## config.mk

```make
export PLATFORM = sky130hd
export DESIGN_NAME = csum_ring_acc
export DESIGN_NICKNAME = d
export VERILOG_FILES = /design/src/rtl/csum_ring_acc.sv
export SDC_FILE = /design/constraint.sdc
export NUM_CORES = 1
export LEC_CHECK = 0
export BUFFER_PORTS_ARGS = -buffer_cell sky130_fd_sc_hd__buf_4
export CAP_MARGIN = 20
export CORE_MARGIN = 2
export CORE_UTILIZATION = 34
export CTS_BUF_LIST = sky130_fd_sc_hd__clkbuf_8 sky130_fd_sc_hd__clkbuf_16
export CTS_CLUSTER_DIAMETER = 200
export DETAILED_ROUTE_END_ITERATION = 12
export PLACE_DENSITY_LB_ADDON = 0.2
export SETUP_SLACK_MARGIN = 0.15
export SLEW_MARGIN = 20
export SYNTH_ARGS = -nofsm -noshare
export SYNTH_HDL_FRONTEND = slang
export SYNTH_SLANG_ARGS = --single-unit
export TNS_END_PERCENT = 10
```

## constraint.sdc

```tcl
create_clock -name clk -period 2.5 [get_ports clk]
set_clock_uncertainty 0.05 [all_clocks]
set_input_delay 0.25 -clock clk [delete_from_list [all_inputs] [get_ports clk]]
set_output_delay 0.25 -clock clk [all_outputs]
set_load 0.005 [all_outputs]
```

## src/rtl/csum_ring_acc.sv

```systemverilog
module csum_ring_acc (
  input  logic        clk,
  input  logic        clr,
  input  logic        latch_stb,
  input  logic        add_en,
  input  logic        oe,
  input  logic [31:0] din,
  output logic [31:0] sum_out,
  output logic        settled
);
  localparam int LANES = 2;
  localparam int GRPS  = 6;

  function automatic int grp_lo(input int g);
    case (g)
      0: return 0;
      1: return 3;
      2: return 6;
      3: return 8;
      4: return 11;
      default: return 14;
    endcase
  endfunction

  function automatic int grp_w(input int g);
    return (g == 2 || g == 5) ? 2 : 3;
  endfunction

  logic [31:0]            dl, acc, acc_nx, op;
  logic [LANES*GRPS-1:0]  cy, cy_nx;

  assign op = add_en ? (latch_stb ? din : dl) : '0;

  for (genvar l = 0; l < LANES; l++) begin : g_lane
    for (genvar g = 0; g < GRPS; g++) begin : g_grp
      localparam int LO   = l*16 + grp_lo(g);
      localparam int W    = grp_w(g);
      localparam int PREV = l*GRPS + (g + GRPS - 1) % GRPS;
      logic [W:0] s;
      assign s = {1'b0, acc[LO +: W]} + {1'b0, op[LO +: W]} + {{W{1'b0}}, cy[PREV]};
      assign acc_nx[LO +: W]   = s[W-1:0];
      assign cy_nx[l*GRPS + g] = s[W];
    end
  end

  always_ff @(posedge clk) begin
    if (clr) begin
      dl  <= '0;
      acc <= '0;
      cy  <= '0;
    end else begin
      if (latch_stb) dl <= din;
      acc <= acc_nx;
      cy  <= cy_nx;
    end
  end

  assign settled = (cy == '0) && !add_en;
  assign sum_out = oe ? acc : '0;
endmodule


```

==> impl_metrics.csv, run 1 <==
group,metric,value,unit
clock_tree,clk_latency,0.35,ns
pwr,vdd_drop_max,211,uV
pwr,switchingPower,0.699,mW
clock_tree,post_cts_resize_count,0,
synthesis,synth-simple-area-share,19.9,%
floorplanning,start_util,34.6,%
sta,period_needed,1.91,ns
global_routing,grt_usage,13.5,%
cells_and_area,final_cells,594,
cells_and_area,final_nets,526,
place,io_buffers,69,
critical_path,timing.rr.start,"dl[11]",
pwr,pwr_density_cell,586,nW/um^2
clock_tree,postCtsSetupRepairBufs,0,
sta,worstMarginPinSlew,0.796,ns
sta,finalSetupViolCount,0,
synthesis,synth.area.mux_share,9.16,%
synthesis,synthCells,386,
critical_path,r2r.worst_path.cells,6,
floorplanning,fp.dieH,109,microns
synthesis,synthXorXnorAreaFrac,1.89,%
sta,finalCritPeriodShare,76.5,%
min_path,min-delay-start,"din[9]",
critical_path,startpoint_type,"register",
synthesis,yosysSeqAreaShare,41.0,%
synthesis,ys.flop_type,"dfxtp_1",
detailed_routing,viasPerCell,4.22,
synthesis,synth_edf_count,0,
detailed_routing,dr.pass1.iters,4,
cells_and_area,n_antenna_cell,0,
floorplanning,top_level_ports,70,
detailed_routing,remaining_drc_errors,0,
critical_path,crit_path_end_kind,"primary output",
sta,slew_violations,0,
job,max_cap_viol_count,0,
pwr,switching_share,26.4,%
critical_path,r2r-end,"acc[13]",
critical_path,path_max_fanout,2,
global_routing,grt_max_degree,77,
synthesis,synth_compound_area_share,2.16,%
synthesis,synth_nets,463,
synthesis,syn_area_per_cell,9.62,sq um
synthesis,yosys.cell_types.count,22,
global_routing,grt_pass1_vias,2494,
detailed_routing,finalWirelength,7.32,mm
min_path,whs_path_depth,3,
global_routing,antenna_found_initial,0,
floorplanning,core,10700,sq um
cells_and_area,syn2layout_area_growth,21.3,%
min_path,hp-class,"input pin to register",
critical_path,r2r_slack,0.75,ns
synthesis,ys_seq_elements,76,
detailed_routing,drt_iter0_markers,73,
clock_tree,cts_sinks,76,
synthesis,syn_area,3710,sq um
critical_path,crit_arrival,1.61,ns
synthesis,synth-async-reset-ratio,0,%
pwr,pwr-share-clk,31.8,%
clock_tree,numCtsBuffers,9,
clock_tree,cts.path.max_buffers,2,
sta,rsz0062_at_grt,"false",
floorplanning,die-area,11800,sq um
place,dp.cells,578,
pwr,seqPwrFrac,51.0,%
synthesis,yosysWarnings,0,
floorplanning,num_rows,38,
synthesis,synth_top_family_by_area,"simple AND/OR/NAND/NOR gates",
sta,fmax,0.523,GHz
detailed_routing,vias,2506,
detailed_routing,avgRoutedWirePerCell,12.3,microns
detailed_routing,ant_nets,0,
floorplanning,fp.dieW,109,microns
synthesis,synthAdderAreaFrac,18.3,%
clock_tree,cts_hold_buf,0,
pwr,leakage,1.95,nW
clock_tree,clkTransAtPathRegs,0.08,ns
sta,hold_viol,0,
sta,slew_headroom,46.9,%
global_routing,grt_pass1_wl,12.0,mm
clock_tree,cts_tree,"yes",
sta,finalSetupTns,0,ns
place,dpl.hpwl,5.25,mm
min_path,holdPathEnd,"dl[9]",
cells_and_area,drive_gt1_share,19.2,%
critical_path,crit_type,"register to primary output",
global_routing,grt-ovfl-total,0,
pwr,p_int,1.94,mW
clock_tree,root_buffer,"clkbuf_8",
pwr,combPwrFrac,17.1,%
place,place_congestion,0.715,
outcome,status,"finished, final reports clean",
critical_path,crit_required,2.20,ns
clock_tree,cts_max_level,3,
==> power groups by stage <==
stage	Sequential [mW]	Combinational (mW)	Clock [mW]
6_report	1.35	0.452	0.841
4_1_cts	1.35	0.465	0.875
2_1_floorplan	1.36	0.304	0
3_5_place_dp	1.38	0.461	0
3_3_place_gp	1.38	0.450	0
5_1_grt	1.36	0.526	0.938
==> state kept, by name, indices dropped and copies added (netlist names) <==
register / flops
dl: 32
acc: 32
cy: 12
==> cell usage in the layout (no fill, tap or decap) <==
master     n
nand2_1   16
ha_1      16
inv_1     52
or4_1      1
nor2_1    52
xor2_1     8
nor4_2     1
clkinv_4   1
clkinv_2   3
inv_2      1
buf_4     70
o21ai_0    8
mux2_1    16
and2_1    32
dfxtp_1   76
a21oi_1    8
nor2b_1   32
nor4_1     1
nand2b_1   8
fa_1      24
clkbuf_8  11
nand4_1    1
mux2i_1   16
==> per-layer routing <==
metal | vias up | wire length (microns) | track usage, %
li1 | 1297 | - | -
met3 | 10 | 281 | 3.32
met4 | 0 | 139 | 5.77
met5 | - | 0 | 0
met1 | 1156 | 3610 | 18.1
met2 | 43 | 3290 | 20.6
==> worst max-delay path: stages, from the launching register on <==
cell and delay [ns]:
dfxtp_1 0.32, or4_1 0.53, nor4_2 0.26, buf_4 0.16
==> per-stage QoR <==
step | utilization, % | cell area [sq um] | power [mW] | setup WS [ns] | hold slack, ns
after global placement | 40.3 | 4330 | 1.83 | 0.309 | 0.418
after floorplan | - | 3710 | 1.66 | 0.531 | 0.359
after CTS | 41.9 | 4510 | 2.69 | 0.521 | 0.102
after detailed placement | 40.3 | 4330 | 1.84 | 0.303 | 0.425
after global routing | 41.9 | 4510 | 2.82 | 0.438 | 0.112
final | 41.9 | 4510 | 2.64 | 0.587 | 0.112
==> layout make-up <==
| cell class | count | area [sq um] |
|---|---|---|
| Fill cell | 1105 | 6240 |
| Multi-Input combinational cell | 240 | 1910 |
| Sequential cell | 76 | 1520 |
| Timing Repair Buffer | 70 | 526 |
| Inverter | 52 | 195 |
| Tap cell | 140 | 175 |
| Clock buffer | 11 | 151 |
| Clock inverter | 5 | 27.5 |
==> synth_stat cells, types with 3 or more instances <==
cell | number | area, sq um
xor2_1 | 8 | 70.1
nand2_1 | 16 | 60.1
and2_1 | 32 | 200
buf_2 | 7 | 35.0
nor2b_1 | 32 | 200
dfxtp_1 | 76 | 1520
buf_4 | 3 | 22.5
nor2_1 | 52 | 195
mux2_1 | 16 | 180
inv_1 | 51 | 191
fa_1 | 24 | 480
o21ai_0 | 8 | 40.0
nand2b_1 | 8 | 50.1
ha_1 | 16 | 200
a21oi_1 | 8 | 40.0
mux2i_1 | 16 | 160
clkbuf_1 | 8 | 30.0
==> how the worst max path moves through the flow <==
stage / startpoint / to / slack (ns) / cells past startpoint
4_1_cts: cy[3] / settled / 0.52 / 4
3_3_place_gp: latch_stb / cy[1] / 0.31 / 9
2_1_floorplan: latch_stb / acc[5] / 0.53 / 8
6_report: cy[0] / settled / 0.59 / 3
3_5_place_dp: latch_stb / cy[1] / 0.30 / 9
5_1_grt: cy[3] / settled / 0.44 / 4
==> kinds of logic (layout without fill, tap and decap cells) <==
logic type      after synthesis  in the layout
compound gates               16             16
xor+xnor                      8              8
fa+ha+maj                    40             40
buf+inv                      70            138
flops                        76             76
mux                          32             32
simple gates                144            144
Power figures use the tool's default switching activity.
==> inputs of run 2 (changes only) <==
==> constraint.sdc (replaced) <==
create_clock -name clk -period 2 [get_ports clk]
set_clock_uncertainty 0.05 [all_clocks]
set_input_delay 0.2 -clock clk [delete_from_list [all_inputs] [get_ports clk]]
set_output_delay 0.2 -clock clk [all_outputs]
set_load 0.005 [all_outputs]
==> run 2 against run 1 <==
Design area rose by 4.3%. Wire length rose by 6.9%. Sequential power increased by 25%. Sequential cell count unchanged. First-iteration DRC count is 14% higher. Critical path type unchanged. Critical endpoint unchanged. Largest cell class unchanged. Highest routed layer unchanged.
==> impl_metrics.csv, run 2 (synthesis results as in run 1) <==
group,metric,value,unit
pwr,combPwrFrac,16.4,%
sta,finalCritPeriodShare,93.3,%
global_routing,antenna_found_initial,0,
sta,hold_ws,0.0511,ns
pwr,p_total,3.65,mW
global_routing,grtUsageMet2,22.9,%
critical_path,cp_num_buf_inv,1,
cells_and_area,nFillCells,1076,
sta,slew_violations,0,
global_routing,grt_pass1_vias,2592,
outcome,status,"finished, final reports clean",
detailed_routing,dr.pass1.iters,4,
sta,slew_headroom,46.5,%
cells_and_area,layout_commonest_cell,"buf_4",
clock_tree,cts.path.max_buffers,2,
critical_path,cp_slowest_cell,"or4_4",
cells_and_area,final_cells,607,
detailed_routing,vias,2615,
place,place_congestion,0.755,
global_routing,grt_usage,14.5,%
detailed_routing,avgRoutedWirePerCell,12.9,microns
global_routing,met3_usage,2.47,%
place,place_ws,-0.0372,ns
cells_and_area,final_cell_mix,"83 x buf_4, 74 x dfxtp_1, 52 x inv_1, 52 x nor2_1",
clock_tree,clkTransAtPathRegs,0.08,ns
pwr,switching_share,24.9,%
floorplanning,start_util,34.6,%
floorplanning,die-area,11800,sq um
critical_path,startpoint_type,"register",
critical_path,r2r_slack,0.27,ns
detailed_routing,remaining_drc_errors,0,
min_path,min-delay-start,"din[9]",
pwr,leakage,2.04,nW
cells_and_area,n_antenna_cell,0,
cells_and_area,utilization,43.7,%
clock_tree,cts_hold_buf,0,
critical_path,r2r.worst_path.cells,6,
floorplanning,num_rows,38,
sta,worstMarginPinSlew,0.803,ns
cells_and_area,final_nets,539,
clock_tree,root_buffer,"clkbuf_8",
detailed_routing,viasPerCell,4.31,
clock_tree,cts_max_level,3,
pwr,p_int,2.74,mW
detailed_routing,ant_nets,0,
clock_tree,numCtsBuffers,9,
min_path,whs_path_depth,3,
critical_path,path_max_fanout,2,
pwr,pwr_density_cell,778,nW/um^2
global_routing,busiest_layer,"met2",
critical_path,crit_type,"register to primary output",
critical_path,path_delay_family,"simple AND/OR/NAND/NOR gates",
pwr,seqPwrFrac,46.2,%
pwr,switchingPower,0.911,mW
global_routing,gr-usage-met1,19.2,%
clock_tree,clk_latency,0.35,ns
critical_path,timing.rr.start,"dl[27]",
critical_path,crit_arrival,1.62,ns
place,dp.cells,590,
critical_path,crit_path_end_kind,"primary output",
sta,fmax,0.536,GHz
cells_and_area,syn2layout_area_growth,26.5,%
global_routing,grt_max_degree,77,
floorplanning,fp.dieH,109,microns
place,io_buffers,69,
floorplanning,top_level_ports,70,
critical_path,cp_cell_sequence,"or4_4, nor4_4, buf_4",
critical_path,crit_required,1.75,ns
floorplanning,fp.dieW,109,microns
pwr,pwr-share-clk,37.4,%
clock_tree,cts_tree,"yes",
place,dpl.hpwl,5.54,mm
detailed_routing,drt_iter0_markers,83,
sta,fin_ws,0.134,ns
floorplanning,core,10700,sq um
critical_path,critPathMaxStageDelay,0.54,ns
cells_and_area,reg_top3,"acc (32), dl (32), cy (12)",
global_routing,grt_pass1_wl,12.9,mm
min_path,hp-class,"input pin to register",
global_routing,grt-ovfl-total,0,
clock_tree,cts_sinks,76,
critical_path,r2r-end,"acc[29]",
pwr,vdd_drop_max,347,uV
detailed_routing,finalWirelength,7.82,mm
sta,period_needed,1.87,ns
cells_and_area,drive_gt1_share,22.9,%
min_path,holdPathEnd,"dl[9]",
sta,finalSetupViolCount,0,
sta,hold_viol,0,
sta,rsz0062_at_grt,"true",
job,max_cap_viol_count,0,
## run 2: worst max path at each step
stage / startpoint / slack (ns) / depth (start not counted) / to
2_1_floorplan: latch_stb / 0.11 / 8 / acc[2]
3_3_place_gp: latch_stb / 0.01 / 9 / cy[3]
3_5_place_dp: latch_stb / -0.04 / 9 / cy[10]
4_1_cts: cy[6] / 0.12 / 4 / settled
5_1_grt: cy[0] / 0.06 / 3 / settled
6_report: cy[0] / 0.13 / 3 / settled
## run 2: area by class of cell
type                    count  area [sq um]  area share (%)
inverters                  52           195            4.15
clock inverters             4          71.3            1.52
clock buffers              12           165            3.52
multi-input cells         240          1940            41.4
repair buffers             83           623            13.3
well taps                 140           175            3.73
flip-flops and latches     76          1520            32.4
## run 2: power by group through the flow
stage | clock [mW] | combinational [mW] | sequential (mW)
2_1_floorplan | 0 | 0.381 | 1.70
4_1_cts | 1.40 | 0.609 | 1.69
3_5_place_dp | 0 | 0.600 | 1.72
6_report | 1.37 | 0.600 | 1.69
3_3_place_gp | 0 | 0.583 | 1.72
5_1_grt | 1.46 | 0.693 | 1.70
## run 2: metal layers
layer  up-vias  wire (microns)
li1       1320               -
met1      1239            3730
met2        44            3630
met3        12             291
met4         0             168
met5         -               0
## run 2: worst register-to-register path: stages, from the launching register on
cell	delay, ns
dfxtp_1	0.31
mux2_1	0.13
nand2_1	0.07
fa_1	0.44
fa_1	0.40
xor2_1	0.15
nor2_1	0.05
## run 2: per-stage QoR
step / instance area, sq um / TNS, ns
6_report: 4700 / 0
2_1_floorplan: 3720 / 0
3_5_place_dp: 4420 / -0.130
3_3_place_gp: 4420 / 0
4_1_cts: 4680 / 0
5_1_grt: 4700 / 0
## run 2: repair_timing
action                     4_1_cts  5_1_grt
setup endpoints to repair        1        1
gates cloned                     0        0
setup buffers                    0        1
pin swaps                        3        1
resized for setup                3        3
